<file path="src/rtl/tmrpair_pkg.sv">
package tmrpair_pkg;
  localparam int unsigned TP_ADDR_W = 3;
  localparam int unsigned TP_CTRL_W = 5;

  localparam logic [TP_ADDR_W-1:0] A_TMR_LO = 3'd0;
  localparam logic [TP_ADDR_W-1:0] A_TMR_HI = 3'd1;
  localparam logic [TP_ADDR_W-1:0] A_PER_LO = 3'd2;
  localparam logic [TP_ADDR_W-1:0] A_PER_HI = 3'd3;
  localparam logic [TP_ADDR_W-1:0] A_CTRL   = 3'd4;
  localparam logic [TP_ADDR_W-1:0] A_FLAGS  = 3'd5;

  localparam int unsigned CB_SEL_LO = 0;
  localparam int unsigned CB_SEL_HI = 1;
  localparam int unsigned CB_EN_LO  = 2;
  localparam int unsigned CB_EN_HI  = 3;
  localparam int unsigned CB_CHAIN  = 4;

  typedef struct packed {
    logic [1:0] tick;
    logic       wide;
    logic [1:0] wrTmr;
    logic [1:0] wrPer;
  } tpStrobe_t;
endpackage

</file>
<file path="src/rtl/tmrpair_dp.sv">
module tmrpair_dp
  import tmrpair_pkg::*;
#(
  parameter int unsigned HALF_W = 8
) (
  input  logic                   clk,
  input  logic                   rstN,
  input  tpStrobe_t              strb,
  input  logic [HALF_W-1:0]      wrData,
  output logic [1:0][HALF_W-1:0] tmrVal,
  output logic [1:0][HALF_W-1:0] perVal,
  output logic [1:0]             evt
);
  localparam int unsigned FULL_W = 2 * HALF_W;
  localparam logic [HALF_W-1:0] ONE_H = 1;
  localparam logic [FULL_W-1:0] ONE_F = 1;

  logic [1:0][HALF_W-1:0] tmr, per, nxt;
  logic [1:0]             hit;
  logic [FULL_W-1:0]      wideVal, widePer, wideNxt;
  logic                   wideHit;

  assign wideVal = {tmr[1], tmr[0]};
  assign widePer = {per[1], per[0]};
  assign wideHit = (wideVal == widePer);
  assign wideNxt = wideHit ? '0 : wideVal + ONE_F;

  for (genvar h = 0; h < 2; h++) begin : g_half
    assign hit[h] = (tmr[h] == per[h]);
    assign nxt[h] = strb.wrTmr[h] ? wrData :
                    strb.wide     ? (strb.tick[0] ? wideNxt[h*HALF_W +: HALF_W] : tmr[h]) :
                    strb.tick[h]  ? (hit[h] ? '0 : tmr[h] + ONE_H) : tmr[h];
  end

  assign evt[0] = strb.tick[0] & (strb.wide ? wideHit : hit[0]);
  assign evt[1] = strb.tick[1] & ~strb.wide & hit[1];

  // Timer and period bytes carry no reset: they keep their contents across reset.
  always_ff @(posedge clk) begin
    tmr <= nxt;
    for (int h = 0; h < 2; h++) begin
      if (strb.wrPer[h]) per[h] <= wrData;
    end
  end

  assign tmrVal = tmr;
  assign perVal = per;

  assert_inc_lo_R2: assert property (@(posedge clk) disable iff (!rstN)
    (strb.tick[0] && !strb.wide && !strb.wrTmr[0] && !hit[0]) |=> tmr[0] == $past(tmr[0]) + ONE_H);
  assert_reload_lo_R3: assert property (@(posedge clk) disable iff (!rstN)
    (strb.tick[0] && !strb.wide && !strb.wrTmr[0] && hit[0]) |=> tmr[0] == '0);
  assert_reload_hi_R3: assert property (@(posedge clk) disable iff (!rstN)
    (strb.tick[1] && !strb.wide && !strb.wrTmr[1] && hit[1]) |=> tmr[1] == '0);
  assert_wide_inc_R4: assert property (@(posedge clk) disable iff (!rstN)
    (strb.wide && strb.tick[0] && strb.wrTmr == 2'b00 && !wideHit) |=> {tmr[1], tmr[0]} == $past(wideVal) + ONE_F);
  assert_write_wins_R8: assert property (@(posedge clk) disable iff (!rstN)
    strb.wrTmr[0] |=> tmr[0] == $past(wrData));
  assert_hold_lo_R11: assert property (@(posedge clk) disable iff (!rstN)
    (!strb.tick[0] && !strb.wrTmr[0]) |=> $stable(tmr[0]));
  assert_hold_hi_R11: assert property (@(posedge clk) disable iff (!rstN)
    (!strb.tick[1] && !(strb.wide && strb.tick[0]) && !strb.wrTmr[1]) |=> $stable(tmr[1]));
endmodule

</file>
<file path="src/rtl/tmrpair_ctrl.sv">
module tmrpair_ctrl
  import tmrpair_pkg::*;
#(
  parameter int unsigned HALF_W      = 8,
  parameter int unsigned SYNC_STAGES = 2
) (
  input  logic                   clk,
  input  logic                   rstN,
  input  logic                   cycTick,
  input  logic                   extClkPin,
  input  logic                   hostWrEn,
  input  logic [TP_ADDR_W-1:0]   hostAddr,
  input  logic [HALF_W-1:0]      hostWrData,
  input  logic [1:0][HALF_W-1:0] tmrVal,
  input  logic [1:0][HALF_W-1:0] perVal,
  input  logic [1:0]             evt,
  output tpStrobe_t              strb,
  output logic [HALF_W-1:0]      hostRdData,
  output logic [1:0]             flags
);
  logic [SYNC_STAGES:0]   syncSh;
  logic                   extFall;
  logic [TP_CTRL_W-1:0]   ctrlReg;
  logic [1:0]             flagReg;
  logic [1:0]             clrMask;
  logic                   wrCtrl, wrFlags;
  logic                   unusedWrBits;

  assign unusedWrBits = ^hostWrData;

  // Synchroniser chain; the extra top stage holds the previous synchronised level.
  always_ff @(posedge clk or negedge rstN) begin
    if (!rstN) syncSh <= '0;
    else       syncSh <= {syncSh[SYNC_STAGES-1:0], extClkPin};
  end
  assign extFall = syncSh[SYNC_STAGES] & ~syncSh[SYNC_STAGES-1];

  assign wrCtrl  = hostWrEn && (hostAddr == A_CTRL);
  assign wrFlags = hostWrEn && (hostAddr == A_FLAGS);
  assign clrMask = wrFlags ? hostWrData[1:0] : 2'b00;

  always_ff @(posedge clk or negedge rstN) begin
    if (!rstN) begin
      ctrlReg <= '0;
      flagReg <= '0;
    end else begin
      if (wrCtrl) ctrlReg <= hostWrData[TP_CTRL_W-1:0];
      flagReg <= (flagReg & ~clrMask) | evt;
    end
  end

  logic tickSrcLo, tickSrcHi;
  assign tickSrcLo = ctrlReg[CB_SEL_LO] ? extFall : cycTick;
  assign tickSrcHi = ctrlReg[CB_SEL_HI] ? extFall : cycTick;

  always_comb begin
    strb          = '0;
    strb.tick[0]  = ctrlReg[CB_EN_LO] & tickSrcLo;
    strb.tick[1]  = ~ctrlReg[CB_CHAIN] & ctrlReg[CB_EN_HI] & tickSrcHi;
    strb.wide     = ctrlReg[CB_CHAIN] & ctrlReg[CB_EN_LO] & ctrlReg[CB_EN_HI];
    strb.wrTmr[0] = hostWrEn && (hostAddr == A_TMR_LO);
    strb.wrTmr[1] = hostWrEn && (hostAddr == A_TMR_HI);
    strb.wrPer[0] = hostWrEn && (hostAddr == A_PER_LO);
    strb.wrPer[1] = hostWrEn && (hostAddr == A_PER_HI);
  end

  always_comb begin
    case (hostAddr)
      A_TMR_LO: hostRdData = tmrVal[0];
      A_TMR_HI: hostRdData = tmrVal[1];
      A_PER_LO: hostRdData = perVal[0];
      A_PER_HI: hostRdData = perVal[1];
      A_CTRL:   hostRdData = HALF_W'(ctrlReg);
      A_FLAGS:  hostRdData = HALF_W'(flagReg);
      default:  hostRdData = '0;
    endcase
  end

  assign flags = flagReg;

  assert_flag_set_R3: assert property (@(posedge clk) disable iff (!rstN)
    evt[0] |=> flagReg[0]);
  assert_flag_sticky_R9: assert property (@(posedge clk) disable iff (!rstN)
    (flagReg[1] && !clrMask[1]) |=> flagReg[1]);
  assert_fall_single_R6: assert property (@(posedge clk) disable iff (!rstN)
    extFall |=> !extFall);
  assert_chain_hi_quiet_R5: assert property (@(posedge clk) disable iff (!rstN)
    (ctrlReg[CB_CHAIN] && !strb.wrTmr[1] && !strb.wide) |=> $stable(tmrVal[1]));
endmodule

</file>
<file path="src/rtl/tmrpair_top.sv">
module tmrpair_top
  import tmrpair_pkg::*;
#(
  parameter int unsigned HALF_W      = 8,
  parameter int unsigned SYNC_STAGES = 2
) (
  input  logic                 clk,
  input  logic                 rstN,
  input  logic                 cycTick,
  input  logic                 extClkPin,
  input  logic                 hostWrEn,
  input  logic [TP_ADDR_W-1:0] hostAddr,
  input  logic [HALF_W-1:0]    hostWrData,
  output logic [HALF_W-1:0]    hostRdData,
  output logic                 irqLo,
  output logic                 irqHi
);
  tpStrobe_t              strb;
  logic [1:0][HALF_W-1:0] tmrVal, perVal;
  logic [1:0]             evt, flags;

  tmrpair_ctrl #(.HALF_W(HALF_W), .SYNC_STAGES(SYNC_STAGES)) ctrl_i (
    .clk(clk), .rstN(rstN), .cycTick(cycTick), .extClkPin(extClkPin),
    .hostWrEn(hostWrEn), .hostAddr(hostAddr), .hostWrData(hostWrData),
    .tmrVal(tmrVal), .perVal(perVal), .evt(evt),
    .strb(strb), .hostRdData(hostRdData), .flags(flags)
  );

  tmrpair_dp #(.HALF_W(HALF_W)) dp_i (
    .clk(clk), .rstN(rstN), .strb(strb), .wrData(hostWrData),
    .tmrVal(tmrVal), .perVal(perVal), .evt(evt)
  );

  assign irqLo = flags[0];
  assign irqHi = flags[1];
endmodule

</file>
<file path="config.mk">
export PLATFORM = sky130hd
export DESIGN_NAME = tmrpair_top
export DESIGN_NICKNAME = d
export VERILOG_FILES = /design/src/rtl/tmrpair_pkg.sv /design/src/rtl/tmrpair_dp.sv /design/src/rtl/tmrpair_ctrl.sv /design/src/rtl/tmrpair_top.sv
export SDC_FILE = /design/constraint.sdc
export NUM_CORES = 1
export LEC_CHECK = 0
export ABC_AREA = 1
export BUFFER_PORTS_ARGS = -buffer_cell sky130_fd_sc_hd__buf_4
export CORE_ASPECT_RATIO = 1.5
export CORE_MARGIN = 1
export CORE_UTILIZATION = 45
export CTS_BUF_LIST = sky130_fd_sc_hd__clkbuf_16
export DETAILED_ROUTE_END_ITERATION = 16
export SKIP_LAST_GASP = 1
export SLEW_MARGIN = 20
export SYNTH_ARGS = -nofsm -noshare
export SYNTH_HDL_FRONTEND = slang
export SYNTH_SLANG_ARGS = --single-unit
</file>
<file path="constraint.sdc">
create_clock -name clk -period 2.2 [get_ports clk]
set_input_delay 0.22 -clock clk [delete_from_list [all_inputs] [get_ports clk]]
set_output_delay 0.22 -clock clk [all_outputs]
set_load 0.1 [all_outputs]
</file>
==> impl_metrics.py <==
metrics = {
    "outcome": {
        "status": "finished clean",
    },
    "synthesis": {
        "synthCells": 379,
        "synthTopCellsByArea": "edfxtp_1, nand2_1, dfrtp_1",
        "yosys.area.top_type": "edfxtp_1",
        "synth_flop_cell": "edfxtp_1",
        "synthTopCellsByCount": "nand2_1, inv_1, nor2_1",
        "syn-num-nets": 397,
        "yosys_warnings": 0,
        "synth-seq-cells": 42,
        "synth_seq_area_share_pct": 40.49,
        "synth_top_area_share_pct": 32.12,
        "syn_area_um2": 2992,
        "synth_cell_types": 39,
        "post-synth-top-count-cell": "nand2_1",
        "async_flop_share_pct": 23.81,
        "synth_edf_count": 32,
        "syn_avg_cell_area_um2": 7.893,
    },
    "worst_setup_path": {
        "startpoint_type": "register",
        "r2r-start": "ctrl_i.syncSh[1]",
        "slowest_delay_ps": 430,
        "crit_path_end": "hostRdData[0]",
        "worstPathBufferInverterCount": 2,
        "reg2reg_slack_ps": 390,
        "r2r_end": "dp_i.tmrVal[13]",
        "cp_cell_sequence": "inv_1 -> o22ai_1 -> a211oi_1 -> o211ai_1 -> buf_4",
        "cp_num_cells": 5,
        "worstPathArrival_ps": 1620,
        "critical_path.endpoint_type": "output pin",
        "crit_family": "compound AO/OA/AOI/OAI gates",
        "crit_slowest_cell": "edfxtp_1",
        "criticalPathCategory": "register to output pin",
        "cp_max_fo": 4,
        "r2r_cells": 5,
        "required_ps": 1980,
        "startpoint": "dp_i.tmrVal[0]",
    },
    "sta": {
        "rsz0062_at_grt": "no",
        "min_period_ps": 1845,
        "skew_ps": 4.899,
        "whs_ps": 33.58,
        "fin_crit_sh_pct": 83.84,
        "finalSetupViolCount": 0,
        "drv_slew": 0,
        "worst_slack_ps": 355.4,
        "relSlewSlack_pct": 46.40,
        "setup-tns-final_ps": 0,
        "tightest_slew_ps": 800.4,
        "final-hold-violation-count": 0,
        "max_freq_mhz": 542.1,
    },
    "clock_network": {
        "tritoncts": "built",
        "cts_resized": 0,
        "insertion_delay_ps": 290,
        "htreeDepth": 2,
        "cts_buffers": 5,
        "cts_root_buf": "clkbuf_16",
        "cts.clk_slew.worst_paths_ps": 60,
        "clkSinkCount": 42,
        "clockBufferDepth": 2,
    },
    "global_routing": {
        "grt_util_met2_pct": 43.14,
        "grt_pass1_vias": 2449,
        "grt_pass1_wl_um": 12140,
        "grt_max_degree": 15,
        "grt-ovfl-total": 0,
        "grtUsageTotal_pct": 24.31,
        "antenna_found_initial": 0,
        "use_met3_pct": 2.790,
        "busiest_layer": "met2",
        "grt_util_met1_pct": 29.96,
    },
    "floorplan": {
        "fp.dieW_um": 68.58,
        "rows": 36,
        "start_util_pct": 46.45,
        "die_area_um2": 6985,
        "io_pins": 26,
        "die_y_um": 101.9,
        "core_area_um2": 6441,
    },
    "power_and_ir_drop": {
        "vdd_drop_max_mv": 0.4352,
        "p_leak_nw": 1.624,
        "p_per_area_nw_per_um2": 753.2,
        "p_total_mw": 2.590,
    },
    "cells_and_area": {
        "finish.utilization_pct": 53.38,
        "layout.nets": 425,
        "fin_cells": 484,
        "fillCellCount": 628,
        "antenna_cells": 0,
        "seq_area_um2": 1211,
        "syn2layout_area_growth_pct": 14.93,
        "finalInstanceArea_um2": 3438,
        "drive_above_1_share_pct": 22.79,
        "multi_input_area_um2": 1494,
    },
    "drt": {
        "route.detailed.drc": 0,
        "drt-pass1-iter-count": 4,
        "num_vias": 2559,
        "drt-total-wl_um": 7574,
        "drt-initial-drc-count": 157,
        "ant_nets": 0,
        "wl_per_cell_um": 15.65,
        "routed_via_density": 5.287,
    },
    "hold_path": {
        "worstHoldPathType": "primary input to register",
    },
    "placed_design": {
        "dp_hpwl_um": 6042,
        "place_ws_ps": 401.7,
        "place.gp.congestion": 0.8351,
        "placed_cell_area_um2": 3244,
        "dp.cells": 475,
        "port_buffers": 25,
    },
    "run": {
        "cap_violations": 0,
    },
}
## kinds of logic (layout without fill, tap and decap cells)
family                   after synthesis  count (layout)  share of synthesized area [%]
adder cells (fa/ha/maj)                2               2                         0.8363
AO/OA/AOI/OAI                         52              52                          10.96
AND/OR/NAND/NOR                      196             196                          32.33
flip-flops                            42              42                          40.49
buffers and inverters                 70              99                          10.41
XOR/XNOR                              17              17                          4.977
## state kept, by name (all words and copies together), names as in the netlist
register and flops:
dp_i.perVal 16, ctrl_i.ctrlReg 5, ctrl_i.flags 2, ctrl_i.syncSh 3, dp_i.tmrVal 16
## worst min-delay path by stage
stage | from | to | slack [ps] | depth (start not counted)
6_report | extClkPin | ctrl_i.syncSh[0] | 30 | 1
4_1_cts | extClkPin | ctrl_i.syncSh[0] | 30 | 1
5_1_grt | extClkPin | ctrl_i.syncSh[0] | 30 | 1
3_5_place_dp | rstN | ctrl_i.flags[0] | 50 | 1
3_3_place_gp | rstN | ctrl_i.flags[1] | 50 | 1
2_1_floorplan | rstN | ctrl_i.ctrlReg[0] | -80 | 0
## worst reg2reg max path, delay by kind of cell, from the launching register on
| family | cells | cell delay, ps |
|---|---|---|
| DFF | 1 | 380 |
| and+or+nand+nor | 2 | 160 |
| AOI/OAI and AO/OA | 2 | 810 |
| buffers and inverters | 1 | 90 |
## report_power, final
group | internal [mW] | leakage (nW) | switching, mW | total, mW
Clock | 0.561 | 0.0904 | 0.319 | 0.879
Sequential | 0.954 | 0.419 | 0.0884 | 1.04
Combinational | 0.214 | 1.11 | 0.454 | 0.668
## cell usage in the layout (no fill, tap or decap), types with 3 or more instances in the layout
cell type / n
nand3_2: 7
inv_1: 47
nand3_1: 26
nor2_4: 5
clkbuf_16: 7
o21ai_0: 11
inv_2: 14
o221ai_1: 4
o21ai_2: 6
xnor2_1: 3
xor2_1: 14
nor2_2: 6
nand2_1: 97
nand2_2: 8
buf_4: 28
nand2_4: 3
o22ai_1: 4
o211ai_1: 3
edfxtp_1: 32
nor2_1: 34
a21oi_1: 17
dfrtp_1: 10
## repair_timing
item	CTS	global route
endpoints found under the setup margin	0	0
buffers inserted	0	0
hold buffers	1	0
hold endpoints to repair	10	0
## layer usage
metal | vias to the layer above | part of all wire [%]
li1 | 1290 | -
met1 | 1218 | 41
met2 | 43 | 55
met3 | 8 | 2.8
met4 | 0 | 1.5
met5 | - | 0
## final cells by class
type / count / share of cell area, %
clock buffers: 7 / 5.095
clock inverters: 1 / 0.2547
inverters: 62 / 6.805
multi-input cells: 267 / 43.45
flip-flops and latches: 42 / 35.23
well taps: 76 / 2.766
repair buffers: 29 / 6.405
(Power assumes the default switching activity.)
